## src/rtl/scf_pkg.sv

```systemverilog
package scf_pkg;
  localparam int BYTE_W = 8;
  localparam logic [BYTE_W-1:0] FILL_BYTE = 8'hFF;
  localparam logic [BYTE_W-1:0] END_BYTE  = 8'hFE;
  // Bit positions of the configuration register that software depends on
  localparam int RST_BIT  = 29;
  localparam int DONE_BIT = 28;
endpackage

```

## src/rtl/scf_deser.sv

```systemverilog
module scf_deser #(
  parameter int W = 8
) (
  input  logic         clk,
  input  logic         rst_n,
  input  logic         sclk,
  input  logic         sdin,
  input  logic         cs_n,
  output logic         byte_stb,
  output logic [W-1:0] byte_q
);
  localparam int CW = (W > 1) ? $clog2(W) : 1;

  logic          sclk_q;
  logic [CW-1:0] bit_cnt;
  logic [W-1:0]  shreg;
  logic          rise;
  logic [W-1:0]  shnext;

  assign rise   = sclk && !sclk_q;
  assign shnext = {shreg[W-2:0], sdin};

  always_ff @(posedge clk or negedge rst_n) begin
    if (!rst_n) begin
      sclk_q   <= 1'b0;
      bit_cnt  <= '0;
      shreg    <= '0;
      byte_stb <= 1'b0;
      byte_q   <= '0;
    end else begin
      sclk_q   <= sclk;
      byte_stb <= 1'b0;
      if (cs_n) begin
        bit_cnt <= '0;
      end else if (rise) begin
        shreg <= shnext;
        if (bit_cnt == CW'(W-1)) begin
          bit_cnt  <= '0;
          byte_stb <= 1'b1;
          byte_q   <= shnext;
        end else begin
          bit_cnt <= bit_cnt + 1'b1;
        end
      end
    end
  end
endmodule

```

## src/rtl/scf_resync.sv

```systemverilog
module scf_resync
  import scf_pkg::*;
#(
  parameter int W       = 8,
  parameter int RUN_MIN = 15
) (
  input  logic         clk,
  input  logic         rst_n,
  input  logic         byte_stb,
  input  logic [W-1:0] byte_in,
  output logic         end_hit,
  output logic         sync_pulse
);
  localparam int RW = $clog2(RUN_MIN + 1);

  logic [RW-1:0] run;
  logic          is_fill;
  logic          run_full;

  assign is_fill  = (byte_in == FILL_BYTE[W-1:0]);
  assign run_full = (run == RW'(RUN_MIN));
  assign end_hit  = byte_stb && run_full && (byte_in == END_BYTE[W-1:0]);

  always_ff @(posedge clk or negedge rst_n) begin
    if (!rst_n) begin
      run        <= '0;
      sync_pulse <= 1'b0;
    end else begin
      sync_pulse <= 1'b0;
      if (byte_stb) begin
        if (is_fill) begin
          if (!run_full) run <= run + 1'b1;
        end else begin
          run <= '0;
          if (end_hit) sync_pulse <= 1'b1;
        end
      end
    end
  end
endmodule

```

## src/rtl/scf_cfg.sv

```systemverilog
module scf_cfg
  import scf_pkg::*;
#(
  parameter int          CFG_W       = 32,
  parameter int          RST_CYC     = 8,
  parameter logic [31:0] CFG_DEFAULT = 32'h0
) (
  input  logic             clk,
  input  logic             rst_n,
  input  logic             wr_en,
  input  logic [CFG_W-1:0] wr_data,
  input  logic             rd_en,
  output logic [CFG_W-1:0] cfg_q,
  output logic             busy
);
  localparam int CNT_W = $clog2(RST_CYC + 1);
  localparam logic [CFG_W-1:0] CTRL_MASK =
    (CFG_W'(1) << RST_BIT) | (CFG_W'(1) << DONE_BIT);
  localparam logic [CFG_W-1:0] DEF_CLEAN = CFG_DEFAULT[CFG_W-1:0] & ~CTRL_MASK;

  logic [CNT_W-1:0] cnt;
  logic [CFG_W-1:0] cfg_nxt;

  always_comb begin
    cfg_nxt = cfg_q;
    if (wr_en) cfg_nxt = (wr_data & ~CTRL_MASK) | (cfg_q & (CFG_W'(1) << DONE_BIT));
    if (rd_en) cfg_nxt[DONE_BIT] = 1'b0;
  end

  always_ff @(posedge clk or negedge rst_n) begin
    if (!rst_n) begin
      cfg_q <= DEF_CLEAN;
      busy  <= 1'b0;
      cnt   <= '0;
    end else if (busy) begin
      cnt <= cnt - 1'b1;
      if (cnt == CNT_W'(1)) begin
        busy            <= 1'b0;
        cfg_q[DONE_BIT] <= 1'b1;
      end
    end else if (wr_en && wr_data[RST_BIT]) begin
      busy  <= 1'b1;
      cnt   <= CNT_W'(RST_CYC);
      cfg_q <= DEF_CLEAN;
    end else begin
      cfg_q <= cfg_nxt;
    end
  end
endmodule

```

## src/rtl/serial_cmd_front.sv

```systemverilog
module serial_cmd_front
  import scf_pkg::*;
#(
  parameter int          CFG_W       = 32,
  parameter int          RUN_MIN     = 15,
  parameter int          RST_CYC     = 8,
  parameter logic [31:0] CFG_DEFAULT = 32'h0
) (
  input  logic               clk,
  input  logic               rst_n,
  input  logic               sclk,
  input  logic               sdin,
  input  logic               cs_n,
  output logic [BYTE_W-1:0]  cmd_data,
  output logic               cmd_valid,
  input  logic               cmd_ready,
  output logic               resync_pulse,
  input  logic               cfg_wr_en,
  input  logic [CFG_W-1:0]   cfg_wr_data,
  input  logic               cfg_rd_en,
  output logic [CFG_W-1:0]   cfg_q,
  output logic               soft_rst_req
);
  logic              byte_stb;
  logic [BYTE_W-1:0] byte_q;
  logic              end_hit;

  scf_deser #(.W(BYTE_W)) u_deser (
    .clk(clk), .rst_n(rst_n), .sclk(sclk), .sdin(sdin), .cs_n(cs_n),
    .byte_stb(byte_stb), .byte_q(byte_q)
  );

  scf_resync #(.W(BYTE_W), .RUN_MIN(RUN_MIN)) u_resync (
    .clk(clk), .rst_n(rst_n), .byte_stb(byte_stb), .byte_in(byte_q),
    .end_hit(end_hit), .sync_pulse(resync_pulse)
  );

  scf_cfg #(.CFG_W(CFG_W), .RST_CYC(RST_CYC), .CFG_DEFAULT(CFG_DEFAULT)) u_cfg (
    .clk(clk), .rst_n(rst_n), .wr_en(cfg_wr_en), .wr_data(cfg_wr_data),
    .rd_en(cfg_rd_en), .cfg_q(cfg_q), .busy(soft_rst_req)
  );

  // Output stage toward the decoder: one slot, newest byte wins
  always_ff @(posedge clk or negedge rst_n) begin
    if (!rst_n) begin
      cmd_valid <= 1'b0;
      cmd_data  <= '0;
    end else if (byte_stb) begin
      if (end_hit) begin
        cmd_valid <= 1'b0;
      end else begin
        cmd_valid <= 1'b1;
        cmd_data  <= byte_q;
      end
    end else if (cmd_valid && cmd_ready) begin
      cmd_valid <= 1'b0;
    end
  end
endmodule

```

## config.mk

```make
export PLATFORM = sky130hd
export DESIGN_NAME = serial_cmd_front
export DESIGN_NICKNAME = d
export VERILOG_FILES = /design/src/rtl/scf_pkg.sv /design/src/rtl/scf_deser.sv /design/src/rtl/scf_resync.sv /design/src/rtl/scf_cfg.sv /design/src/rtl/serial_cmd_front.sv
export SDC_FILE = /design/constraint.sdc
export NUM_CORES = 1
export LEC_CHECK = 0
export ABC_AREA = 1
export BUFFER_PORTS_ARGS = -buffer_cell sky130_fd_sc_hd__buf_2
export CAP_MARGIN = 30
export CORE_UTILIZATION = 46
export DETAILED_ROUTE_END_ITERATION = 10
export GPL_TIMING_DRIVEN = 0
export PLACE_DENSITY = 0.71
export SLEW_MARGIN = 20
export SYNTH_ARGS = -nofsm -noshare
export SYNTH_HDL_FRONTEND = slang
export SYNTH_SLANG_ARGS = --single-unit
```

## constraint.sdc

```tcl
create_clock -name clk -period 1.1 [get_ports clk]
set_input_delay 0.055 -clock clk [delete_from_list [all_inputs] [get_ports clk]]
set_output_delay 0.055 -clock clk [all_outputs]
set_load 0.02 [all_outputs]
```

==> reports/qor.yml, run 1 <==
run_status:
  status: "complete, but fails checks"
  violations: "negative setup slack"
synthesis:
  synth_top_area_cell: "dfrtp_1"
  syn-cell-area_sq_mm: 0.00294
  syn_avg_cell_area_sq_um: 9.06
  yosysWarnings: 0
  synthDistinctLibCells: 29
  ys_ff_latch: 70
  syn-instance-count: 324
  synth_top_area_share_pct: 59.7
  synth_nets: 369
  yosysSeqAreaShare_pct: 59.7
  netlist_top_cells_area: "dfrtp_1, nand2_1, o21ai_0"
setup_path:
  cp.required_ns: 1.38
  r2r_slack_ns: -0.17
  path_max_fanout: 5
  reg2reg_from: "u_resync.run[1]$_DFFE_PN0P_"
  end_kind: "register"
  cp_slowest_cell: "dfrtp_1"
  max_stage_delay_ns: 0.41
  cp_top_family: "simple AND/OR/NAND/NOR gates"
  worstPathArrival_ns: 1.55
  startpoint_type: "register"
  crit_start: "u_resync.run[1]$_DFFE_PN0P_"
  cp_cell_sequence: "ha_4 -> nand3_4 -> nor2_4 -> nand3_4 -> nand2_4 -> nand2_1 -> nand2_1"
  r2r.worst_path.cells: 7
  r2r_end: "cmd_data[5]$_DFFE_PN0P_"
  worstSetupPathType: "reg2reg"
  timing.critical_path.buf_inv: 0
clock_network:
  cts_buffers: 9
  clock_path_buffers: 2
  clk_pin_slew_ns: 0.07
  cts_sinks: 70
  clk_latency_ns: 0.35
  root_buffer: "clkbuf_8"
  h-tree-depth: 3
  cts_tree: "yes"
sta:
  finalCriticalPeriod_ns: 1.27
  setup_ws_ns: -0.171
  finalSetupTns_ns: -2.10
  clock_skew_ns: 0.0144
  hold_viol: 0
  setup-violations-final: 27
  drv_slew: 0
  min_period_over_period_pct: 116
  rsz0062_at_grt: "yes"
  clock.fmax_mhz: 787
global_routing:
  grt_max_degree: 59
  grt_pass1_wl_microns: 12000
  track_usage_pct: 23.9
  grt-ovfl-total: 0
  grt_pass1_vias: 2650
  antenna_found_initial: 0
floorplan:
  fp.dieH_microns: 81.9
  row_count: 28
  die_w_microns: 81.9
  io_pins: 83
  core_area_sq_mm: 0.00603
  initial_core_util_pct: 48.7
  dieArea_sq_mm: 0.00670
run:
  cap_violations: 0
min_path:
  worstHoldPathType: "in2reg"
  min-delay-start: "cs_n"
  hold_end: "u_deser.shreg[4]$_DFFE_PN0P_"
  hold_depth: 4
power_and_ir_drop:
  switching_share_pct: 35.6
  clkPwrFrac_pct: 24.7
  seq_power_share_pct: 42.9
  power_frac_comb_pct: 32.4
  peakVddDrop_v: 0.00165
  internal_power_mw: 5.51
  power_leakage_nw: 2.27
  p_sw_mw: 3.05
  power_density_mw_per_mm2: 1930
cells_and_area:
  antenna_cells: 0
  final_core_util_pct: 73.5
  final_cell_mix: "nand2_1, buf_2, dfrtp_1, dlygate4sd3_1, o21ai_1"
  drive_gt1_share_pct: 36.9
  layout.nets: 517
  syn_to_final_growth_pct: 50.9
  finalInstanceArea_sq_mm: 0.00443
  fillers: 427
  layout_commonest_cell: "nand2_1"
detailed_routing:
  drc: 0
  drt_wl_total_microns: 7100
  routedWlPerCell_microns: 12.9
  drt_first_iter_violations: 130
  vias: 2710
  routed_via_density: 4.91
  antenna_left: 0
  drt_first_pass_iters: 4
place:
  finalWeightedCongestion: 0.767
  dpl.hpwl_microns: 4200
  place_area_sq_mm: 0.00349
  post-place-ws_ns: -0.193
  portBuffers: 80
## per-stage QoR
stage / cells / hold WS (ns) / total power [mW]
after floorplan: 324 / -0.241 / 5.19
after global placement: 479 / 0.191 / 6.07
after detailed placement: 480 / -0.0824 / 6.14
after CTS: 545 / 0.0311 / 8.42
after global routing: 552 / 0.0355 / 9.08
final: 552 / 0.0349 / 8.56
## timing repair
action / in CTS / in global routing
setup buffers: 11 / 7
hold buffers: 35 / 0
setup endpoints to repair: 62 / 63
gates cloned: 3 / 1
resized for setup: 41 / 63
endpoints found under the hold margin: 105 / 0
pin swaps: 9 / 11
## kinds of logic after synthesis
| kind of cell | share of synthesized area (%) |
|---|---|
| AO/OA/AOI/OAI | 8.87 |
| XOR/XNOR | 0.597 |
| adder cells (fa/ha/maj) | 2.13 |
| buffers and inverters | 4.82 |
| flip-flops | 59.7 |
| other | 0.128 |
| AND/OR/NAND/NOR | 23.8 |
## cell usage after synthesis, drive strengths merged
library cell,count
nand2,124
dfrtp,70
o21ai,47
inv,21
nand3,20
nor2,13
buf,8
ha,5
clkbuf,4
o22ai,2
xnor2,2
a21oi,1
and2,1
conb,1
nand3b,1
nand4,1
nor3,1
nor4,1
o21a,1
## worst register-to-register path, stage by stage, from the launching register on
cell and delay, ns:
dfrtp_1 0.41, ha_4 0.18, nand3_4 0.10, nor2_4 0.15, nand3_4 0.14, nand2_4 0.12, nand2_1 0.06, nand2_1 0.06
## sequential cells by signal, summed over array words and instances, names as in the netlist, 3 cells and up
| register | count |
|---|---|
| u_deser.shreg | 7 |
| u_deser.byte_q | 8 |
| u_resync.run | 4 |
| u_deser.bit_cnt | 3 |
| u_cfg.cfg_q | 31 |
| u_cfg.cnt | 4 |
| cmd_data | 8 |
## how the worst max path moves through the flow
stage | to | depth (start not counted)
after floorplan | cmd_valid$_DFFE_PN0P_ | 6
after global placement | u_cfg.busy$_DFF_PN0_ | 1
after detailed placement | cmd_data[5]$_DFFE_PN0P_ | 7
after CTS | cmd_data[6]$_DFFE_PN0P_ | 7
after global routing | cmd_data[3]$_DFFE_PN0P_ | 7
final | cmd_data[5]$_DFFE_PN0P_ | 7
## power groups by stage
stage	clock network, mW	logic [mW]	registers [mW]
after detailed placement	0	2.48	3.66
after floorplan	0	0.827	4.36
after global placement	0	2.40	3.67
after CTS	2.15	2.60	3.66
final	2.11	2.77	3.67
after global routing	2.28	3.04	3.76
## layout make-up
class                           count  area, sq um  share of cell area (%)
Sequential cell                    70         1750                    39.6
Multi-Input combinational cell    223         1240                    28.1
Timing Repair Buffer              135          950                    21.4
Clock buffer                       13          159                    3.59
Buffer                             12          100                    2.26
Tap cell                           75         93.8                    2.12
Inverter                           21         86.3                    1.95
Clock inverter                      3         42.5                   0.960
## routing by layer
layer	vias to the layer above	share of wire [%]	global-route usage, %
li1	1333	-	-
met1	1275	43	29.5
met3	7	6.2	6.89
met5	-	0	0
met4	0	1.0	8.77
met2	95	50	39.5
No activity file was read; power rests on OpenSTA's default activity.
==> inputs of run 2 (changes only) <==
CAP_MARGIN = 20   (was 30)
CORE_UTILIZATION = 48   (was 46)
CTS_BUF_LIST = sky130_fd_sc_hd__clkbuf_8   (was unset)
PLACE_DENSITY = 0.73   (was 0.71)
RECOVER_POWER = 50   (was unset)
==> run 2 against run 1 <==
The flow still finishes with violations (negative setup slack); sequential power hardly changed; die area is 4.1% lower; clock power is 8% lower; final cell count stayed put; highest routed layer unchanged.
==> reports/qor.yml, run 2 (synthesized netlist as in run 1, its figures left out) <==
sta:
  clock_skew_ns: 0.00743  # was 0.0144 ns
  drv_slew: 0  # unchanged
  min_period_over_period_pct: 117  # was 116%
  finalSetupTns_ns: -3.12  # was -2.10 ns
  hold_viol: 0  # unchanged
  finalCriticalPeriod_ns: 1.28  # was 1.27 ns
  setup-violations-final: 29  # was 27
  timing.hold.ws_ns: 0.0639  # was 0.0349 ns
  setup_ws_ns: -0.184  # was -0.171 ns
  clock.fmax_mhz: 779  # was 787 MHz
  rsz0062_at_grt: "yes"  # unchanged
clock_network:
  cts_sinks: 70  # unchanged
  clock_path_buffers: 2  # unchanged
  clk_pin_slew_ns: 0.07  # about the same
  root_buffer: "clkbuf_8"  # unchanged
  cts_buffers: 9  # unchanged
  h-tree-depth: 3  # unchanged
  cts_tree: "yes"  # unchanged
  clk_latency_ns: 0.33  # was 0.35 ns
floorplan:
  core_area_sq_mm: 0.00592  # was 0.00603 sq mm
  fp.dieH_microns: 80.2  # was 81.9 microns
  dieArea_sq_mm: 0.00643  # was 0.00670 sq mm
  initial_core_util_pct: 49.6  # was 48.7%
  row_count: 28  # unchanged
  die_w_microns: 80.2  # was 81.9 microns
  io_pins: 83  # unchanged
power_and_ir_drop:
  switching_share_pct: 36.1  # was 35.6%
  clkPwrFrac_pct: 23.2  # was 24.7%
  p_sw_mw: 3.03  # was 3.05 mW
  seq_power_share_pct: 43.8  # was 42.9%
  power_density_mw_per_mm2: 1890  # was 1930 mW/mm^2
  power_leakage_nw: 2.28  # was 2.27 nW
  power_frac_comb_pct: 33.1  # was 32.4%
  peakVddDrop_v: 0.00140  # was 0.00165 V
  internal_power_mw: 5.37  # was 5.51 mW
  power_mw: 8.39  # was 8.56 mW
cells_and_area:
  syn_to_final_growth_pct: 51.4  # was 50.9%
  regMostFlops: "u_cfg.cfg_q"  # unchanged
  layout_commonest_cell: "nand2_1"  # unchanged
  finalInstanceArea_sq_mm: 0.00444  # was 0.00443 sq mm
  drive_gt1_share_pct: 37.3  # was 36.9%
  final_core_util_pct: 75.1  # was 73.5%
  reg_top3: "u_cfg.cfg_q: 31 flops, cmd_data: 8 flops, u_deser.byte_q: 8 flops"  # unchanged
  final_cell_mix: "nand2_1, buf_2, dfrtp_1, dlygate4sd3_1, o21ai_1"  # unchanged
  antenna_cells: 0  # unchanged
  final_cells: 552  # unchanged
  layout.nets: 518  # was 517
  largest_register_ffs: 31  # unchanged
place:
  portBuffers: 80  # unchanged
  place_area_sq_mm: 0.00349  # unchanged
  dpl.hpwl_microns: 4300  # was 4200 microns
  post-place-ws_ns: -0.216  # was -0.193 ns
  finalWeightedCongestion: 0.744  # was 0.767
  dp_cells: 480  # unchanged
global_routing:
  track_usage_pct: 24.6  # was 23.9%
  grt_max_degree: 58  # was 59
  grt_pass1_wl_microns: 12100  # was 12,000 microns
  grt_pass1_vias: 2764  # was 2,650
  grt-ovfl-total: 0  # unchanged
  antenna_found_initial: 0  # unchanged
detailed_routing:
  vias: 2731  # was 2,710
  drt_first_iter_violations: 71  # was 130
  drt_wl_total_microns: 7440  # was 7100 microns
  drc: 0  # unchanged
  antenna_left: 0  # unchanged
  drt_first_pass_iters: 4  # unchanged
  routedWlPerCell_microns: 13.5  # was 12.9 microns
  routed_via_density: 4.95  # was 4.91
setup_path:
  max_stage_delay_ns: 0.40  # was 0.41 ns
  cp_top_family: "simple AND/OR/NAND/NOR gates"  # unchanged
  cp_cell_sequence: "ha_4 -> nand3_4 -> nor2_4 -> nand3_4 -> nand2_4 -> nand2_1 -> nand2_1"  # unchanged
  worstSetupPathType: "reg2reg"  # unchanged
  timing.critical_path.buf_inv: 0  # unchanged
  startpoint_type: "register"  # unchanged
  cp.required_ns: 1.38  # about the same
  worstPathArrival_ns: 1.56  # was 1.55 ns
  cp_slowest_cell: "dfrtp_1"  # unchanged
  path_max_fanout: 5  # unchanged
  end_kind: "register"  # unchanged
run:
  cap_violations: 0  # unchanged
run_status:
  status: "complete, but fails checks"  # unchanged
  violations: "negative setup slack"  # unchanged
min_path:
  worstHoldPathType: "in2reg"  # unchanged
run 2: changes by cell type in the layout (fill, tap and decap cells not counted), sizes merged:
cell,change
buf,-6
inv,+1
bufinv,-1
clkinvlp,-1
clkbuf,+7
run 2: worst min-delay path, stage by stage:
cell and delay [ns]:
buf_2 0.11, nor2_4 0.07, nand2_1 0.06, o21ai_0 0.06
run 2: final cells by class:
class	count	area, sq um
Buffer	12	100
Clock buffer	13	179
Clock inverter	2	7.51
Fill cell	395	1480
Inverter	21	96.3
Multi-Input combinational cell	223	1250
Sequential cell	70	1750
Tap cell	75	93.8
Timing Repair Buffer	136	963
run 2: path summary, 6_finish.rpt:
kind / start / to / slack (ns) / cells past startpoint
max reg2reg: u_resync.run[1]$_DFFE_PN0P_ / cmd_data[5]$_DFFE_PN0P_ / -0.18 / 7
min: cs_n / u_deser.shreg[6]$_DFFE_PN0P_ / 0.06 / 4
min reg2reg: cmd_data[3]$_DFFE_PN0P_ / cmd_data[3]$_DFFE_PN0P_ / 0.47 / 2
max: u_resync.run[1]$_DFFE_PN0P_ / cmd_data[5]$_DFFE_PN0P_ / -0.18 / 7
max in group asynchronous: rst_n / u_deser.byte_stb$_DFF_PN0_ / 0.14 / 3
min in group asynchronous: rst_n / cmd_valid$_DFFE_PN0P_ / 0.15 / 2
run 2: metal layers:
metal	GRT usage (%)	up-vias	share of wire [%]
met2	42.8	95	51
li1	-	1339	-
met3	5.23	14	5.9
met1	29.0	1283	42
met5	0	-	0
met4	11.3	0	1.6
run 2: power groups by stage:
stage	clock, mW	sequential, mW	combinational, mW
final	1.94	3.67	2.78
after detailed placement	0	3.67	2.49
after floorplan	0	4.36	0.827
after global placement	0	3.67	2.40
after global routing	2.07	3.75	3.02
after CTS	1.98	3.65	2.61
run 2: timing repair:
item | in CTS | in global routing
endpoints found under the setup margin | 62 | 61
gates cloned | 3 | 1
setup buffers | 11 | 7
endpoints found under the hold margin | 105 | 0
pin swaps | 11 | 15
resized for setup | 49 | 66
hold buffers | 35 | 0
